`src/rtl/ofs_loader_pkg.sv`:
```
package ofs_loader_pkg;
  localparam int NUM_OFS_REGS = 4;
  localparam int IDX_W = $clog2(NUM_OFS_REGS);

  // Sequence order: each threshold is low byte first, then its high part
  typedef enum logic [IDX_W-1:0] {
    IDX_E_LO = 2'd0,
    IDX_E_HI = 2'd1,
    IDX_F_LO = 2'd2,
    IDX_F_HI = 2'd3
  } ofs_idx_t;
endpackage

```
`src/rtl/ofs_seq_ptr.sv`:
```
module ofs_seq_ptr
  import ofs_loader_pkg::*;
(
  input  logic     clk,
  input  logic     rst,
  input  logic     step,
  output ofs_idx_t idx
);
  always_ff @(posedge clk) begin
    if (rst)
      idx <= IDX_E_LO;
    else if (step)
      idx <= ofs_idx_t'(idx + 1'b1);
  end

  // pointer moves by exactly one slot per step and wraps, else holds
  p_ptr_step_r2: assert property (@(posedge clk) disable iff (rst)
    step |=> (idx == ofs_idx_t'($past(idx) + 1'b1)));
  p_ptr_hold_r3: assert property (@(posedge clk) disable iff (rst)
    !step |=> $stable(idx));
endmodule

```
`src/rtl/ofs_regfile.sv`:
```
module ofs_regfile
  import ofs_loader_pkg::*;
#(
  parameter int BYTE_W  = 8,
  parameter int OFS_W   = 13,
  parameter int DEF_OFS = 7,
  localparam int HI_W   = OFS_W - BYTE_W
) (
  input  logic              clk,
  input  logic              rst,
  input  logic              wr,
  input  ofs_idx_t          widx,
  input  logic [BYTE_W-1:0] wdata,
  input  ofs_idx_t          ridx,
  output logic [BYTE_W-1:0] rdata,
  output logic [OFS_W-1:0]  empty_ofs,
  output logic [OFS_W-1:0]  full_ofs
);
  localparam logic [OFS_W-1:0] DEF_V = OFS_W'(DEF_OFS);

  initial begin
    if (HI_W < 1 || HI_W >= BYTE_W)
      $error("ofs_regfile: OFS_W must exceed BYTE_W by 1 to BYTE_W-1 bits");
  end

  logic [BYTE_W-1:0] lo_q [2];
  logic [HI_W-1:0]   hi_q [2];

  // k = 0: empty threshold, k = 1: full threshold
  for (genvar k = 0; k < 2; k++) begin : g_thr
    always_ff @(posedge clk) begin
      if (rst) begin
        lo_q[k] <= DEF_V[BYTE_W-1:0];
        hi_q[k] <= DEF_V[OFS_W-1:BYTE_W];
      end else if (wr && widx[1] == k[0]) begin
        if (widx[0]) hi_q[k] <= wdata[HI_W-1:0];
        else         lo_q[k] <= wdata;
      end
    end
  end

  assign empty_ofs = {hi_q[0], lo_q[0]};
  assign full_ofs  = {hi_q[1], lo_q[1]};

  always_comb begin
    unique case (ridx)
      IDX_E_LO: rdata = lo_q[0];
      IDX_E_HI: rdata = {{(BYTE_W-HI_W){1'b0}}, hi_q[0]};
      IDX_F_LO: rdata = lo_q[1];
      default:  rdata = {{(BYTE_W-HI_W){1'b0}}, hi_q[1]};
    endcase
  end

  // without a write strobe neither threshold moves
  p_thr_hold_r3: assert property (@(posedge clk) disable iff (rst)
    !wr |=> ($stable(empty_ofs) && $stable(full_ofs)));
  // a write to an empty-side slot leaves the full threshold alone
  p_side_sel_r2: assert property (@(posedge clk) disable iff (rst)
    (wr && !widx[1]) |=> $stable(full_ofs));
endmodule

```
`src/rtl/ofs_loader.sv`:
```
module ofs_loader
  import ofs_loader_pkg::*;
#(
  parameter int DEPTH   = 8192,
  parameter int BYTE_W  = 8,
  parameter int DEF_OFS = 7,
  parameter int OFS_W   = $clog2(DEPTH)
) (
  input  logic              clk,
  input  logic              rst,
  input  logic              wen_n,
  input  logic              ldwe2_n,
  input  logic              ren1_n,
  input  logic              ren2_n,
  input  logic [BYTE_W-1:0] din,
  output logic [BYTE_W-1:0] dout,
  output logic [OFS_W-1:0]  empty_ofs,
  output logic [OFS_W-1:0]  full_ofs,
  output logic              fifo_wr_req,
  output logic              fifo_rd_req
);
  logic     load_mode;
  logic     ofs_wr, ofs_rd_req, ofs_rd;
  ofs_idx_t wr_idx, rd_idx;
  logic [BYTE_W-1:0] rd_byte;

  // Mode sampled from the dual-purpose pin while reset is held
  always_ff @(posedge clk) begin
    if (rst) load_mode <= ~ldwe2_n;
  end

  assign ofs_wr     = !rst && load_mode && !ldwe2_n && !wen_n;
  assign ofs_rd_req = !rst && load_mode && !ldwe2_n && !ren1_n && !ren2_n;
  assign ofs_rd     = ofs_rd_req && !ofs_wr;   // write wins a collision

  assign fifo_wr_req = !wen_n && ldwe2_n;
  assign fifo_rd_req = !ren1_n && !ren2_n && (ldwe2_n || !load_mode);

  ofs_seq_ptr u_wptr (.clk(clk), .rst(rst), .step(ofs_wr), .idx(wr_idx));
  ofs_seq_ptr u_rptr (.clk(clk), .rst(rst), .step(ofs_rd), .idx(rd_idx));

  ofs_regfile #(.BYTE_W(BYTE_W), .OFS_W(OFS_W), .DEF_OFS(DEF_OFS)) u_regs (
    .clk(clk), .rst(rst), .wr(ofs_wr), .widx(wr_idx), .wdata(din),
    .ridx(rd_idx), .rdata(rd_byte), .empty_ofs(empty_ofs), .full_ofs(full_ofs)
  );

  always_ff @(posedge clk) begin
    if (rst)         dout <= '0;
    else if (ofs_rd) dout <= rd_byte;
  end

  // the bus only changes on an accepted offset read
  p_dout_hold_r4: assert property (@(posedge clk) disable iff (rst)
    !ofs_rd |=> $stable(dout));
  // on a collision the read pointer stays put
  p_rd_dropped_r5: assert property (@(posedge clk) disable iff (rst)
    (ofs_wr && ofs_rd_req) |=> $stable(rd_idx));
  // mode cannot change outside reset
  p_mode_locked_r6: assert property (@(posedge clk) disable iff (rst)
    1'b1 |=> $stable(load_mode));
  // second-enable mode never touches thresholds or bus
  p_we2_no_load_r6: assert property (@(posedge clk) disable iff (rst)
    !load_mode |=> ($stable(empty_ofs) && $stable(full_ofs) && $stable(dout)));
endmodule

```
`config.mk`:
```
export PLATFORM = sky130hd
export DESIGN_NAME = ofs_loader
export DESIGN_NICKNAME = d
export VERILOG_FILES = /design/src/rtl/ofs_loader_pkg.sv /design/src/rtl/ofs_seq_ptr.sv /design/src/rtl/ofs_regfile.sv /design/src/rtl/ofs_loader.sv
export SDC_FILE = /design/constraint.sdc
export NUM_CORES = 1
export LEC_CHECK = 0
export BUFFER_PORTS_ARGS = -buffer_cell sky130_fd_sc_hd__buf_4
export CAP_MARGIN = 0
export CELL_PAD_IN_SITES_DETAIL_PLACEMENT = 1
export CELL_PAD_IN_SITES_GLOBAL_PLACEMENT = 1
export CORE_MARGIN = 2
export CORE_UTILIZATION = 39
export CTS_CLUSTER_DIAMETER = 80
export CTS_CLUSTER_SIZE = 25
export DETAILED_ROUTE_END_ITERATION = 12
export GPL_ROUTABILITY_DRIVEN = 0
export PLACE_DENSITY = 0.75
export SLEW_MARGIN = 20
export SYNTH_ARGS = -nofsm -noshare
export SYNTH_HDL_FRONTEND = slang
export SYNTH_SLANG_ARGS = --single-unit
```
`constraint.sdc`:
```
create_clock -name clk -period 2.4 [get_ports clk]
set_input_delay 0.48 -clock clk [delete_from_list [all_inputs] [get_ports clk]]
set_output_delay 0.48 -clock clk [all_outputs]
set_load 0.005 [all_outputs]
```
Word-level counts from Yosys, hierarchy flattened

Memories as Yosys holds them, arrays and structs flattened.
Index checks and enable logic that the tools add are counted.

Logic and storage cells: 57
Register bits: 13
Memories kept: 2
Bits in writable memories: 26
Bits of input ports: 14
Output and inout bits: 36

Memory list:

| memory      | words | bits a word | read ports | clocked after memory_dff | write ports | line              | source |
|---|---|---|---|---|---|---|---|
| u_regs.lo_q | 2     | 8           | 2          | 0                        | 2           | ofs_regfile.sv:26 | `logic [BYTE_W-1:0] lo_q [2];` |
| u_regs.hi_q | 2     | 5           | 2          | 0                        | 2           | ofs_regfile.sv:27 | `logic [HI_W-1:0] hi_q [2];` |

Bitwise gates (word level): 6
Mux-type cells: 21
Equality and inequality tests: 2
Reductions and logical operators: 20
Add/subtract/negate cells: 2

Operator list:

| operator            | count |
|---|---|
| $pmux 8 s3          | 1 |
| $mux 1              | 16 |
| $mux 8              | 2 |
| $logic_and 1x1->1   | 11 |
| $mux 5              | 2 |
| $logic_not 1->1     | 7 |
| $add 2x1->2 const B | 2 |
| $or 1x1->1          | 4 |
| $eq 2x1->1 const B  | 1 |
| $eq 2x2->1 const B  | 1 |
| $logic_not 2->1     | 1 |
| $not 1->1           | 2 |
| $logic_or 1x1->1    | 1 |

Logic depth before layout (Yosys ltp)

Depth in word-level cells: 9
Mapped depth: 6
Depth with buffers taken out: 5

Cells and area by module

Synthesis repeated with hierarchy kept, for this count alone.

Cells, all modules: 125
Area total of the unflattened synthesis: 1,770.4 um2

Modules (own cells, without submodules):

| module      | instances | area an instance (um2) | cells an instance | sequential area each (um2) |
|---|---|---|---|---|
| ofs_regfile | 1         | 1,213.7                | 78                | 780.7 |
| ofs_loader  | 1         | 399.1                  | 33                | 190.2 |
| ofs_seq_ptr | 2         | 78.8                   | 7                 | 40.0 |

Least setup slack after synthesis

OpenSTA, ideal clock, no wires.

Path type: input port to flip-flop
Start: input port rst
End: memory u_regs.lo_q[1][0] (enable)
Stages: 4
Path buffers: 1
Data required time: 2.066 ns
Arrival time: 1.860 ns
Setup time: 0.334 ns
Setup slack: 0.205 ns
Path through: clkbuf_1 -> or4b_1 -> or3_1 -> nand2b_1

RTL lines:

| item        | line              | source |
|---|---|---|
| from (decl) | ofs_loader.sv:10  | `input logic rst,` |
| to (decl)   | ofs_regfile.sv:26 |  |

==> metrics.md <==
| Metric | Value |
|---|---|
| Crit start category | flip-flop |
| CTS Buffer Depth | 2 |
| CORE AREA | 4384 µm² |
| Commonest non-fill, non-tap cell in the layout | buf_4 |
| Synth cell types | 31 |
| Switching power of the nets | just over 0.0003 W |
| Vias | 1376 |
| Register area | 1051 µm² |
| Latest clock arrival within the worst-skew pair | 0.30 ns |
| Routed len/inst | 17.09 µm |
| Cell-internal power | 0.0009963 W |
| Setup Fix Bufs, Post-CTS | 0 |
| Post_cts resized | 0 |
| Die Wd | 71.47 µm |
| P&R area growth vs syn | 29.11% |
| DR DRC count | 0 |
| Register area share after synthesis | 0.5920 |
| Status | completed |
| Layout cells sized above 1 | 0.3128 |
| Seq pwr share | 0.579 |
| Fin. Hold Viols | 0 |
| Synthesized area per cell | ~11 µm² |
| TritonCTS buffer count | 5 |
| DR pass1 iterations | 4 |
| CTS tree | done |
| H-tree levels | 2 |
| Mapped cell area | about 1800 µm² |
| Rows | 24 |
| Clock sink count | 39 |
| Clock power frac | 0.338 |
| Final Setup Violations | 0 |
| Via density | approximately 5.2 |
| Die area | 5108 µm² |
| # hold bufs at CTS | 0 |
| Root Driver | clkbuf_8 |
| Fin. max-slew vios | 0 |
| # port buffers | 49 |
| WS Path Type | flip-flop to flip-flop |
| Final min period | 1.981 ns |
| First-pass GRT wire length | 7.169 mm |
| Post-Place Cell Area | between 2000 and 2500 µm² |
| Largest net degree at the start of global routing | 16 |
| Fmax achieved | 504.9 MHz |
| Gr ovfl total | 0 |
| Peak supply drop | 0.4011 mV |
| Final-stage net count | 228 |
| Detailed Place HPWL | 3.526 mm |
| Mapped Nets | 176 |
| Final WL | about 4.5 mm |
| Initial DRC count | 42 |
| Overall Global Routing Usage | 0.1854 |
| CP peak stage delay | 0.51 ns |
| Critical-path cell list | or4b_1 -> or3_1 -> nand2b_1 |
| Mapped Cells | 158 |
| Final worst-path cycle share | 0.8253 |
| Switch share | 0.2337 |
| Diode count | 0 |
| Clock skew | 0.009180 ns |
| CP endpoint kind | flip-flop |
| Slew margin rel. | 0.6002 |
| Hold Path Class | primary input to flip-flop |
| Initial antenna violation count | 0 |
| Max Cap Violations | 0 |
| Multi-input logic area | 636.9 µm² |
| Syn. warnings | 0 |
| Starting Density | 0.4050 |
| Unrepaired setup endpoints after global routing | false |
| Chip Height | 71.47 µm |
| CTS clk-pin slew, worst paths | ~0.080 ns |
| Setup TNS | 0 ns |
| CP max-delay cell | or4b_1 |
| Worst EP arrival | about 1.9 ns |
| Pwr dens | around 570 nW/µm² |
| Logic pwr share | 0.083 |
| #FFs+latches synth | 39 |
| Fill count | a little under 500 |
| IO Count | 50 |
| Number of global-route vias before repair | 1411 |
| Most frequent cells in the layout | buf_4, edfxtp_1, inv_1 |
| Req. time, crit path | 2.36 ns |
| Final Util | 0.5228 |
| Post-route ant nets | 0 |
| Worst-margin pin slew | 0.5981 ns |
| Crit-path max FO | 8 |
| Pleak | just under 0.9 nW |
| Post-route cell area | 2292 µm² |
[state kept, by name, summed over array words and instances, names as in the netlist]
name	flops
dout	8
load_mode	1
u_regs.hi_q	10
u_regs.lo_q	16
u_rptr.idx	2
u_wptr.idx	2
[final timing paths]
check | from | endpoint | slack [ns] | cells past startpoint
worst max-delay path | load_mode$_DFFE_PP_ | u_regs.lo_q[1][5]$_SDFFCE_PN0P_ | 0.42 | 3
worst min-delay path | rst | u_wptr.idx[1]$_SDFFE_PP0P_ | 0.39 | 2
worst max register to register | load_mode$_DFFE_PP_ | u_regs.lo_q[1][5]$_SDFFCE_PN0P_ | 0.42 | 3
worst min register to register | dout[4]$_SDFFE_PP0P_ | dout[4]$_SDFFE_PP0P_ | 0.48 | 2
[worst max-delay path: cells and delay by family (launching register included)]
family / cells / cell delay (ns)
flops: 1 / 0.41
simple gates: 3 / 1.23
[per-layer routing]
metal / up-vias / share of wire / track usage
met5: - / 0 / 0
met4: 0 / 0.013 / 0.08805
met3: 7 / 0.041 / 0.03516
met2: 34 / 0.50 / 0.3045
met1: 660 / 0.45 / 0.2361
li1: 675 / - / -
[kinds of logic after synthesis]
group	after synthesis	synth area share
buffers and inverters	23	0.04933
AO/OA/AOI/OAI	29	0.1156
adder cells (fa/ha/maj)	4	0.02819
flip-flops	39	0.5920
AND/OR/NAND/NOR	62	0.2100
XOR/XNOR	1	0.004934
[per-stage QoR]
step	setup WS [ns]	hold WS, ns	total power, W	cells
floorplan	0.2053	0.4700	0.0008077	158
global placement	0.2071	0.4643	0.0008723	255
detailed placement	0.1638	0.4716	0.0008766	255
CTS	0.4096	0.3826	0.001310	263
global route	0.3518	0.3957	0.001344	263
finish	0.4194	0.3942	0.001300	263
[cells in the mapped netlist]
| master | count | area (µm²) |
|---|---|---|
| a211oi_1 | 5 | 37.54 |
| a21oi_1 | 5 | 25.02 |
| a22o_1 | 5 | 43.79 |
| a22oi_1 | 3 | 22.52 |
| and2_1 | 11 | 68.82 |
| and3_1 | 1 | 6.260 |
| and4bb_2 | 1 | 12.51 |
| buf_2 | 1 | 5.000 |
| clkbuf_1 | 8 | 30.03 |
| dfxtp_1 | 12 | 240.2 |
| edfxtp_1 | 27 | 810.8 |
| ha_1 | 4 | 50.05 |
| inv_1 | 14 | 52.55 |
| nand2_1 | 6 | 22.52 |
| nand2b_1 | 8 | 50.05 |
| nand3_1 | 8 | 40.04 |
| nor2_1 | 10 | 37.54 |
| nor2b_1 | 1 | 6.260 |
| nor3_1 | 1 | 5.000 |
| nor3_2 | 2 | 20.02 |
| nor4_1 | 2 | 12.51 |
| nor4b_1 | 1 | 8.760 |
| nor4b_2 | 1 | 15.01 |
| o21ai_0 | 5 | 25.02 |
| o31ai_1 | 1 | 7.510 |
| o32ai_1 | 5 | 43.79 |
| or2_2 | 2 | 12.51 |
| or3_1 | 2 | 12.51 |
| or4_1 | 3 | 22.52 |
| or4b_1 | 2 | 20.02 |
| xnor2_1 | 1 | 8.760 |
[power by group through the flow]
stage | Clock (W) | Sequential [W] | Combinational, W
6_report | 0.000440 | 0.000752 | 0.000108
5_1_grt | 0.000472 | 0.000755 | 0.000118
4_1_cts | 0.000448 | 0.000753 | 0.000109
3_5_place_dp | 0 | 0.000768 | 0.000109
3_3_place_gp | 0 | 0.000767 | 0.000106
2_1_floorplan | 0 | 0.000763 | 0.0000448
[final cells by class]
type | instances | area share
clock buffers | 7 | 0.03330
repair buffers | 54 | 0.1769
multi-input cells | 96 | 0.2778
inverters | 14 | 0.02293
flip-flops and latches | 39 | 0.4585
clock inverters | 1 | 0.002183
well taps | 52 | 0.02838
Note: power is estimated with default switching activity, not from simulation.
